===== src/rtl/pt_walker_pkg.sv =====
package pt_walker_pkg;

  typedef enum logic [2:0] {
    FLT_ACV = 3'd0,
    FLT_TNV = 3'd1,
    FLT_FOR = 3'd2,
    FLT_FOE = 3'd3,
    FLT_FOW = 3'd4
  } fault_e;

  typedef enum logic [1:0] {
    S_IDLE,
    S_REQ,
    S_RSP,
    S_DONE
  } walk_state_e;

  // access / permission mask bit positions
  localparam int ACC_R = 0;
  localparam int ACC_W = 1;
  localparam int ACC_X = 2;

  // table entry bit positions
  localparam int PTE_V     = 0;
  localparam int PTE_FOR   = 1;
  localparam int PTE_FOW   = 2;
  localparam int PTE_FOE   = 3;
  localparam int PTE_KREAD = 8;
  localparam int PTE_UREAD = 9;
  localparam int PTE_KWR   = 12;
  localparam int PTE_UWR   = 13;

  // index of level lvl (0 = top) for a walk with pb page bits, lb index bits
  function automatic logic [63:0] table_index(input logic [63:0] va, input logic [1:0] lvl,
                                              input int pb, input int lb);
    int sh;
    case (lvl)
      2'd0:    sh = pb + 2 * lb;
      2'd1:    sh = pb + lb;
      default: sh = pb;
    endcase
    return (va >> sh) & ((64'd1 << lb) - 64'd1);
  endfunction

  function automatic logic [63:0] entry_addr(input logic [63:0] base, input logic [63:0] idx);
    return base + (idx << 3);
  endfunction

  function automatic logic [63:0] frame_of(input logic [63:0] pte, input int pb);
    return {32'd0, pte[63:32]} << pb;
  endfunction

endpackage


===== src/rtl/pt_va_classify.sv =====
module pt_va_classify
  import pt_walker_pkg::*;
#(
  parameter int VA_BITS = 43
) (
  input  logic [63:0] va,
  output logic        sign_bad,
  output logic        is_super,
  output logic [63:0] super_pa
);
  localparam logic [63:0] ALL_ONES = '1;
  localparam logic [63:0] HI_ONES  = ALL_ONES >> VA_BITS;

  logic [63:0] hi;

  always_comb begin
    hi       = va >> VA_BITS;
    sign_bad = va[63] ? (hi != HI_ONES) : (hi != 64'd0);
    is_super = !sign_bad && va[63] && (va[42:41] == 2'b10);
    super_pa = {20'd0, va[40], 3'd0, va[39:0]};
  end
endmodule


===== src/rtl/pt_dir_check.sv =====
module pt_dir_check
  import pt_walker_pkg::*;
(
  input  logic   pte_valid,
  input  logic   pte_kread,
  output logic   ok,
  output fault_e code
);
  always_comb begin
    ok   = pte_valid && pte_kread;
    code = !pte_valid ? FLT_TNV : FLT_ACV;
  end
endmodule


===== src/rtl/pt_leaf_check.sv =====
module pt_leaf_check
  import pt_walker_pkg::*;
(
  input  logic       pte_valid,
  input  logic [2:0] fo_bits,
  input  logic [1:0] rd_en,
  input  logic [1:0] wr_en,
  input  logic       user,
  input  logic [2:0] need,
  output logic       ok,
  output fault_e     code,
  output logic [2:0] perm
);
  logic       rd, wr;
  logic [2:0] granted, masked;
  logic       acv, fo_hit;

  always_comb begin
    rd      = user ? rd_en[1] : rd_en[0];
    wr      = user ? wr_en[1] : wr_en[0];
    granted = {rd, wr, rd};
    acv     = (need != 3'd0) && ((granted & need) == 3'd0);
    masked  = granted & ~fo_bits;
    fo_hit  = (need != 3'd0) && ((masked & need) == 3'd0);
    perm    = masked;
    ok      = 1'b0;
    code    = FLT_ACV;
    if (!pte_valid)        code = FLT_TNV;
    else if (acv)          code = FLT_ACV;
    else if (fo_hit) begin
      if (need[ACC_X])      code = FLT_FOE;
      else if (need[ACC_W]) code = FLT_FOW;
      else                  code = FLT_FOR;
    end else               ok = 1'b1;
  end
endmodule


===== src/rtl/pt_walker.sv =====
module pt_walker
  import pt_walker_pkg::*;
#(
  parameter int VA_BITS   = 43,
  parameter int PAGE_BITS = 13,
  parameter int IDX_BITS  = 10
) (
  input  logic        clk,
  input  logic        rst_n,
  input  logic        req_valid,
  output logic        req_ready,
  input  logic [63:0] req_va,
  input  logic [2:0]  req_access,
  input  logic        req_user,
  input  logic [63:0] table_base,
  output logic        mem_req_valid,
  input  logic        mem_req_ready,
  output logic [63:0] mem_req_addr,
  input  logic        mem_rsp_valid,
  input  logic [63:0] mem_rsp_data,
  output logic        done,
  output logic        fault,
  output logic [2:0]  fault_code,
  output logic [63:0] pa,
  output logic [2:0]  perm
);
  localparam logic [1:0]  LEAF_LVL = 2'd2;
  localparam logic [63:0] PG_MASK  = (64'd1 << PAGE_BITS) - 64'd1;

  walk_state_e state;
  logic [63:0] va_q, base_q;
  logic [2:0]  need_q;
  logic        user_q;
  logic [1:0]  lvl_q;
  logic        res_fault;
  fault_e      res_code;
  logic [63:0] res_pa;
  logic [2:0]  res_perm;

  // named internal events
  logic        accept, fast_path, rsp_dir, rsp_leaf;
  logic        cls_sign_bad, cls_super;
  logic [63:0] cls_super_pa;
  logic        dir_ok, leaf_ok;
  fault_e      dir_code, leaf_code;
  logic [2:0]  leaf_perm;

  pt_va_classify #(.VA_BITS(VA_BITS)) u_cls (
    .va      (req_va),
    .sign_bad(cls_sign_bad),
    .is_super(cls_super),
    .super_pa(cls_super_pa)
  );

  pt_dir_check u_dir (
    .pte_valid(mem_rsp_data[PTE_V]),
    .pte_kread(mem_rsp_data[PTE_KREAD]),
    .ok       (dir_ok),
    .code     (dir_code)
  );

  pt_leaf_check u_leaf (
    .pte_valid(mem_rsp_data[PTE_V]),
    .fo_bits  ({mem_rsp_data[PTE_FOE], mem_rsp_data[PTE_FOW], mem_rsp_data[PTE_FOR]}),
    .rd_en    ({mem_rsp_data[PTE_UREAD], mem_rsp_data[PTE_KREAD]}),
    .wr_en    ({mem_rsp_data[PTE_UWR], mem_rsp_data[PTE_KWR]}),
    .user     (user_q),
    .need     (need_q),
    .ok       (leaf_ok),
    .code     (leaf_code),
    .perm     (leaf_perm)
  );

  assign req_ready     = (state == S_IDLE);
  assign accept        = req_valid && req_ready;
  assign fast_path     = cls_sign_bad || cls_super;
  assign rsp_dir       = (state == S_RSP) && mem_rsp_valid && (lvl_q != LEAF_LVL);
  assign rsp_leaf      = (state == S_RSP) && mem_rsp_valid && (lvl_q == LEAF_LVL);
  assign mem_req_valid = (state == S_REQ);
  assign mem_req_addr  = entry_addr(base_q, table_index(va_q, lvl_q, PAGE_BITS, IDX_BITS));
  assign done          = (state == S_DONE);
  assign fault         = res_fault;
  assign fault_code    = res_code;
  assign pa            = res_pa;
  assign perm          = res_perm;

  always_ff @(posedge clk or negedge rst_n) begin
    if (!rst_n) begin
      state     <= S_IDLE;
      va_q      <= '0;
      base_q    <= '0;
      need_q    <= '0;
      user_q    <= 1'b0;
      lvl_q     <= '0;
      res_fault <= 1'b0;
      res_code  <= FLT_ACV;
      res_pa    <= '0;
      res_perm  <= '0;
    end else begin
      unique case (state)
        S_IDLE: if (accept) begin
          va_q      <= req_va;
          need_q    <= req_access;
          user_q    <= req_user;
          base_q    <= table_base;
          lvl_q     <= 2'd0;
          res_fault <= 1'b0;
          res_code  <= FLT_ACV;
          res_pa    <= '0;
          res_perm  <= '0;
          if (cls_sign_bad) begin
            res_fault <= 1'b1;
            state     <= S_DONE;
          end else if (cls_super) begin
            if (req_user) begin
              res_fault <= 1'b1;
            end else begin
              res_pa   <= cls_super_pa;
              res_perm <= 3'b111;
            end
            state <= S_DONE;
          end else begin
            state <= S_REQ;
          end
        end
        S_REQ: if (mem_req_ready) state <= S_RSP;
        S_RSP: begin
          if (rsp_dir) begin
            if (dir_ok) begin
              base_q <= frame_of(mem_rsp_data, PAGE_BITS);
              lvl_q  <= 2'(lvl_q + 2'd1);
              state  <= S_REQ;
            end else begin
              res_fault <= 1'b1;
              res_code  <= dir_code;
              state     <= S_DONE;
            end
          end else if (rsp_leaf) begin
            if (leaf_ok) begin
              res_pa   <= frame_of(mem_rsp_data, PAGE_BITS) | (va_q & PG_MASK);
              res_perm <= leaf_perm;
            end else begin
              res_fault <= 1'b1;
              res_code  <= leaf_code;
            end
            state <= S_DONE;
          end
        end
        default: state <= S_IDLE;
      endcase
    end
  end

  // ---------------- assertions ----------------
  assert_busy_after_accept_R1: assert property (@(posedge clk) disable iff (!rst_n)
    accept |=> !req_ready);

  assert_done_single_R1: assert property (@(posedge clk) disable iff (!rst_n)
    done |=> !done);

  assert_screen_no_fetch_R2: assert property (@(posedge clk) disable iff (!rst_n)
    (accept && fast_path) |=> (done && !mem_req_valid));

  assert_super_user_refused_R3: assert property (@(posedge clk) disable iff (!rst_n)
    (accept && cls_super && req_user) |=> (done && fault && fault_code == 3'd0));

  assert_leaf_overlap_R7: assert property (@(posedge clk) disable iff (!rst_n)
    (rsp_leaf && leaf_ok) |-> (need_q == 3'd0 || (leaf_perm & need_q) != 3'd0));

  assert_code_range_R8: assert property (@(posedge clk) disable iff (!rst_n)
    (done && fault) |-> (fault_code <= 3'd4));

  assert_fault_clears_result_R9: assert property (@(posedge clk) disable iff (!rst_n)
    (done && fault) |-> (pa == 64'd0 && perm == 3'd0));

  assert_req_hold_R10: assert property (@(posedge clk) disable iff (!rst_n)
    (mem_req_valid && !mem_req_ready) |=> (mem_req_valid && $stable(mem_req_addr)));

  assert_single_outstanding_R10: assert property (@(posedge clk) disable iff (!rst_n)
    (mem_req_valid && mem_req_ready) |=> !mem_req_valid);

endmodule


===== config.mk =====
export PLATFORM = sky130hd
export DESIGN_NAME = pt_walker
export DESIGN_NICKNAME = d
export VERILOG_FILES = /design/src/rtl/pt_walker_pkg.sv /design/src/rtl/pt_va_classify.sv /design/src/rtl/pt_dir_check.sv /design/src/rtl/pt_leaf_check.sv /design/src/rtl/pt_walker.sv
export SDC_FILE = /design/constraint.sdc
export NUM_CORES = 1
export LEC_CHECK = 0
export CORE_UTILIZATION = 47
export CTS_CLUSTER_DIAMETER = 120
export DETAILED_ROUTE_END_ITERATION = 8
export PLACE_DENSITY = 0.85
export SYNTH_ARGS = -nofsm -noshare
export SYNTH_HDL_FRONTEND = slang
export SYNTH_SLANG_ARGS = --single-unit

===== constraint.sdc =====
create_clock -name clk -period 7.2 [get_ports clk]
set_input_delay 1.44 -clock clk [delete_from_list [all_inputs] [get_ports clk]]
set_output_delay 1.44 -clock clk [all_outputs]
set_load 0.03 [all_outputs]

---- Word-level counts from Yosys, hierarchy flattened ----
Index checks and enable logic that the tools add are counted.
Widths: inputs -> output; s select.
word-level totals
  logic and storage cells ................. 118
  bits in registers ....................... 207
cells by class
  reduce and logical (&&, ||, !) cells .... 22
  equal/unequal tests ..................... 18
  mux-type cells .......................... 60
  shift operators ......................... 1
  add/sub/neg operators ................... 2
  bitwise operators ....................... 5
operator list
  operator              count
  $mux 64               7
  $pmux 64 s2           2
  $mux 44               3
  $add 64x13->64        1
  $reduce_bool 64->1    1
  $shr 64x32->10        1
  $mux 3                17
  $or 45x13->45         1
  $ne 21x21->1 const B  1
  $mux 2                10
  $mux 1                15
  $ne 2x2->1 const B    6
  $pmux 3 s2            2
  $pmux 6 s2            1
  $reduce_and 5->1      2
  $and 3x3->3           3
  $logic_and 1x1->1     9
  $ne 3x3->1 const B    3
  $eq 2x2->1 const B    4
  $logic_not 3->1       2
  $pmux 2 s3            1
  $eq 2x1->1 const B    2
  $logic_not 2->1       2
  $ne 2x1->1 const B    2
  other kinds (10)      10

---- Longest topological paths before layout ----
  word-level depth ........................ 12
  gate-level depth with buffers ........... 18
  depth with buffers taken out ............ 15

---- By module ----
Synthesis repeated with hierarchy kept, for this count alone.
unflattened totals
  cell total of the unflattened synthesis .. 1243
  area total of the unflattened synthesis .. 11755.0 um^2
modules (own cells, without submodules)
  module          area each (um^2)  cells an instance  times used
  pt_walker       11001.8           1137               1
  pt_va_classify  586.8             82                 1
  pt_leaf_check   137.6             19                 1
  pt_dir_check    28.8              5                  1

---- Worst setup path before layout ----
No wires, ideal clock.
  path kind ............................... reg2out
  start point ............................. reg lvl_q[1]
  end point ............................... out mem_req_addr[21]
  data arrival time ....................... 4354 ps
  setup slack ............................. 1406 ps
  cell stages (with the launch flop) ...... 16
  cells stage by stage .................... dfrtp_1 -> inv_1 -> ha_1 -> clkbuf_1 -> mux2_2 -> mux4_2 -> mux2_2 -> ha_1 -> nor2b_1 -> o31a_1 -> o2111ai_1 -> and2_1 -> buf_2 -> buf_2 -> nor3_1 -> xor2_1
between the ends
  cells in the longest elaborated chain, start to end .. 4
  elaborated cells on any way between the ends .. 5
  those cells by class .................... add/sub: 1; eq/ne: 1; shift: 1; mux: 1; reduce/logical: 1
ends and longest elaborated chain
  element                                               RTL line             text
  start, declared                                       pt_walker.sv:34      logic [1:0] lvl_q;
  start signal, assigned                                pt_walker.sv:131     lvl_q <= 2'(lvl_q + 2'd1);
  $eq 2x1->1 / $logic_not 2->1 (equally long branches)  pt_walker_pkg.sv:37  case (lvl)
  $pmux 6 s2 *                                          pt_walker_pkg.sv:37
  $shr 64x32->10 *                                      pt_walker_pkg.sv:42  return (va >> sh) & ((64'd1 << lb) - 64'd1);
  $add 64x13->64 *                                      pt_walker_pkg.sv:46  return base + (idx << 3);
  end, declared                                         pt_walker.sv:18      output logic [63:0] mem_req_addr,
Every way passes the cells marked *; elsewhere a longest branch is shown, timed or not.

---- Worst setup path in the final report ----
  start point ............................. reg lvl_q[1]
  end point ............................... out mem_req_addr[25]
The elaborated chain is that of the path after synthesis.

==> impl_metrics.csv <==
group,metric,value,unit
route,drc,0,
setup_path,crit_buf_inv,4,
setup_path,worst_path_most_repeated_cell,"inv_1",
synthesis,synth-warning-count,0,
synthesis,synthCells,1223,
synthesis,ys_seq_area_share,44.98,%
route,final_antenna_net_count,0,
synthesis,ys_ff_latch,187,
clocking,cts_hold_buf,0,
grt,antenna_found_initial,3,
worst_hold_path,min_path_type,"flip-flop to flip-flop",
power,p_leak,6.100,nW
die,die_area,22730,um2
die,die_w,150.8,um
layout,area_growth_syn_to_layout,35.42,%
setup_path,cp_max_fo,11,
die,start_util,47.82,%
power,vdd_drop_max,0.4300,mV
sta,tns,0,ps
sta,rsz0062_at_grt,"false",
clocking,clock-sinks,187,
sta,worst_slack,267.9,ps
clocking,cts_tree,"yes",
place,port_buffers,295,
sta,hold_viol,0,
die,io_pins,339,
synthesis,synth_edf_count,0,
synthesis,synth_area_leaders,"dfrtp_1, nand2_1, a31oi_1",
route,first_pass_iters,5,
layout,drive_above_1_share,6.917,%
power,power_density,559.6,nW/um2
synthesis,synth.most_common_cell,"nand2_1",
sta,slew_violations,0,
route,dr_total_vias,10191,
synthesis,yosysUniqueCellTypes,60,
route,viasPerCell,5.754,
place,dp_slack,652.5,ps
clocking,cts_root_buf,"clkbuf_16",
grt,grt_max_degree,119,
clocking,cts_made_buffers,17,
grt,grt_usage,30.62,%
die,fp.dieH,150.8,um
setup_path,path_class,"flip-flop to output port",
clocking,clkLatencyLatePin,440,ps
route,routed_wl,34.46,mm
setup_path,worstPathRequired,5760,ps
synthesis,yosysTopAreaCellShare,44.98,%
setup_path,endpoint_kind,"output port",
grt,grt_pass1_wl,52.75,mm
synthesis,synth_area_leader_cell,"dfrtp_1",
synthesis,synth.avg_cell_area,8.507,um2
setup_path,critical_path.top_delay_family,"buffers and inverters",
setup_path,cp-start-kind,"flip-flop",
clocking,clock_path_buffers,2,
setup_path,cp_cell_sequence,"inv_1, ha_2, mux2_2, mux4_2, nor2_1, a21oi_1, ha_1, inv_1, fa_1, nor2b_1, o31a_1, o2111ai_1, and2_1, buf_4, nor4_1, xor2_1, clkdlybuf4s50_1",
synthesis,ys_top_cells_by_count,"nand2_1, dfrtp_1, nor2_1",
route,drtIter0Drc,770,
layout,fin_nets,1693,
clocking,clkTransAtPathRegs,70,ps
setup_path,reg2reg_slack,4160,ps
clocking,h-tree-depth,4,
synthesis,synthArstFlopShare,100.0,%
sta,worstMarginPinSlew,1074,ps
sta,skew,16.92,ps
sta,max_freq,144.3,MHz
flow_run,maxCapViolations,0,
setup_path,cpMaxStageDelayCell,"clkdlybuf4s50_1",
setup_path,cp_data_arrival_time,5490,ps
sta,relSlewSlack,28.39,%
route,avgRoutedWirePerCell,19.46,um
sta,finalCritPeriodShare,96.28,%
sta,setup_viol,0,
sta,fin_hold_ws,478.6,ps
grt,first_global_vias,9684,
place,gp_congestion,0.9291,
setup_path,max_stage_delay,710,ps
die,core.rowCount,54,
die,core_area,21760,um2
sta,period_minus_slack,6932,ps
synthesis,synth_flop_cell,"dfrtp_1",
run_status,status,"finished, final reports clean",
grt,overflow,0,
place,dp.final_hpwl,24.96,mm
synthesis,netlist_area,10400,um2
[worst reg2reg max path: stages (launching register included)]
cell and delay, ps:
dfrtp_1 470, nor2_1 330, nand2_4 620, o31ai_4 470, buf_4 720, nor2_1 160, a31oi_1 200
[cells by family (layout without fill, tap and decap cells)]
| kind of cell | count (synthesis) | in the layout | synth area share, % |
|---|---|---|---|
| AOI/OAI and AO/OA | 172 | 172 | 10.86 |
| xor gates and xnor gates | 58 | 58 | 4.883 |
| adders and majority gates | 16 | 16 | 1.996 |
| buffers and inverters | 116 | 364 | 5.135 |
| DFF | 187 | 187 | 44.98 |
| muxes | 40 | 40 | 5.737 |
| other | 1 | 21 | 0.03604 |
| and+or+nand+nor | 633 | 633 | 26.37 |
[stage by stage]
stage          util (%)  instance area [um2]  total power [mW]  instances
6_report          64.76                14090             7.883       1771
5_1_grt           64.75                14090             8.321       1770
4_1_cts           64.69                14070             7.857       1769
3_5_place_dp      61.96                13480             6.847       1737
3_3_place_gp      61.96                13480             6.713       1737
2_1_floorplan         -                10470             4.991       1241
[metal layers]
metal  routed length, um  global-route usage [%]  share of wire (%)
met5                   0                       0                  0
met4                1128                   12.25                3.3
met3                2741                   6.084                8.0
met2               16820                   50.14                 49
met1               13770                   39.78                 40
[cell usage in the layout (no fill, tap or decap), types with 6 or more instances in the layout]
cell type,Yosys,final
nand2_1,384,382
clkdlybuf4s50_1,0,294
dfrtp_1,187,187
nor2_1,101,101
a31oi_1,63,63
nand3_1,53,53
xnor2_1,31,31
a21oi_1,29,29
xor2_1,27,27
inv_1,22,22
o21ai_0,19,19
conb_1,1,19
mux2_2,17,17
nand4_1,17,17
clkbuf_16,0,17
buf_4,22,15
mux4_2,14,14
nor4_1,14,14
a22oi_1,13,13
nor3_1,12,12
and3_1,11,11
ha_1,15,11
mux2i_1,9,9
a211oi_1,9,9
nor2b_1,7,6
nand2b_1,6,6
[where the power goes]
group          internal (mW)  switching [mW]
Sequential              1.56           0.468
Clock                  0.503           0.456
Combinational           1.96            2.94
[path summary, 6_finish.rpt]
| check | start | depth (start not counted) | endpoint |
|---|---|---|---|
| min in group asynchronous | rst_n | 1 | base_q[1] |
| hold reg to reg | va_q[45] | 2 | va_q[45] |
| max in group asynchronous | rst_n | 2 | base_q[12] |
| setup / recovery | lvl_q[1] | 17 | mem_req_addr[25] |
| setup reg to reg | state[0] | 6 | pa[19] |
| hold / removal | va_q[45] | 2 | va_q[45] |
[sequential cells by signal, indices dropped and copies added, names as in the netlist]
signal	cells
fault	1
va_q	63
pa	45
base_q	64
user_q	1
need_q	3
fault_code	3
state	2
perm	3
lvl_q	2
[cell type report]
| class | count | area (um2) |
|---|---|---|
| Tap cell | 280 | 350.3 |
| Timing Repair Buffer | 310 | 3069 |
| Multi-Input combinational cell | 938 | 5308 |
| Antenna cell | 2 | 5.005 |
| Inverter | 22 | 82.58 |
| Sequential cell | 187 | 4679 |
| Fill cell | 1824 | 7667 |
| Clock buffer | 18 | 439.2 |
| Clock inverter | 14 | 155.1 |
[what timing repair did]
item                                    in CTS  in global routing
buffers inserted                             0                  0
endpoints found under the setup margin       0                 22
gates resized for setup                      0                  4
Note: power is estimated with default switching activity, not from simulation.
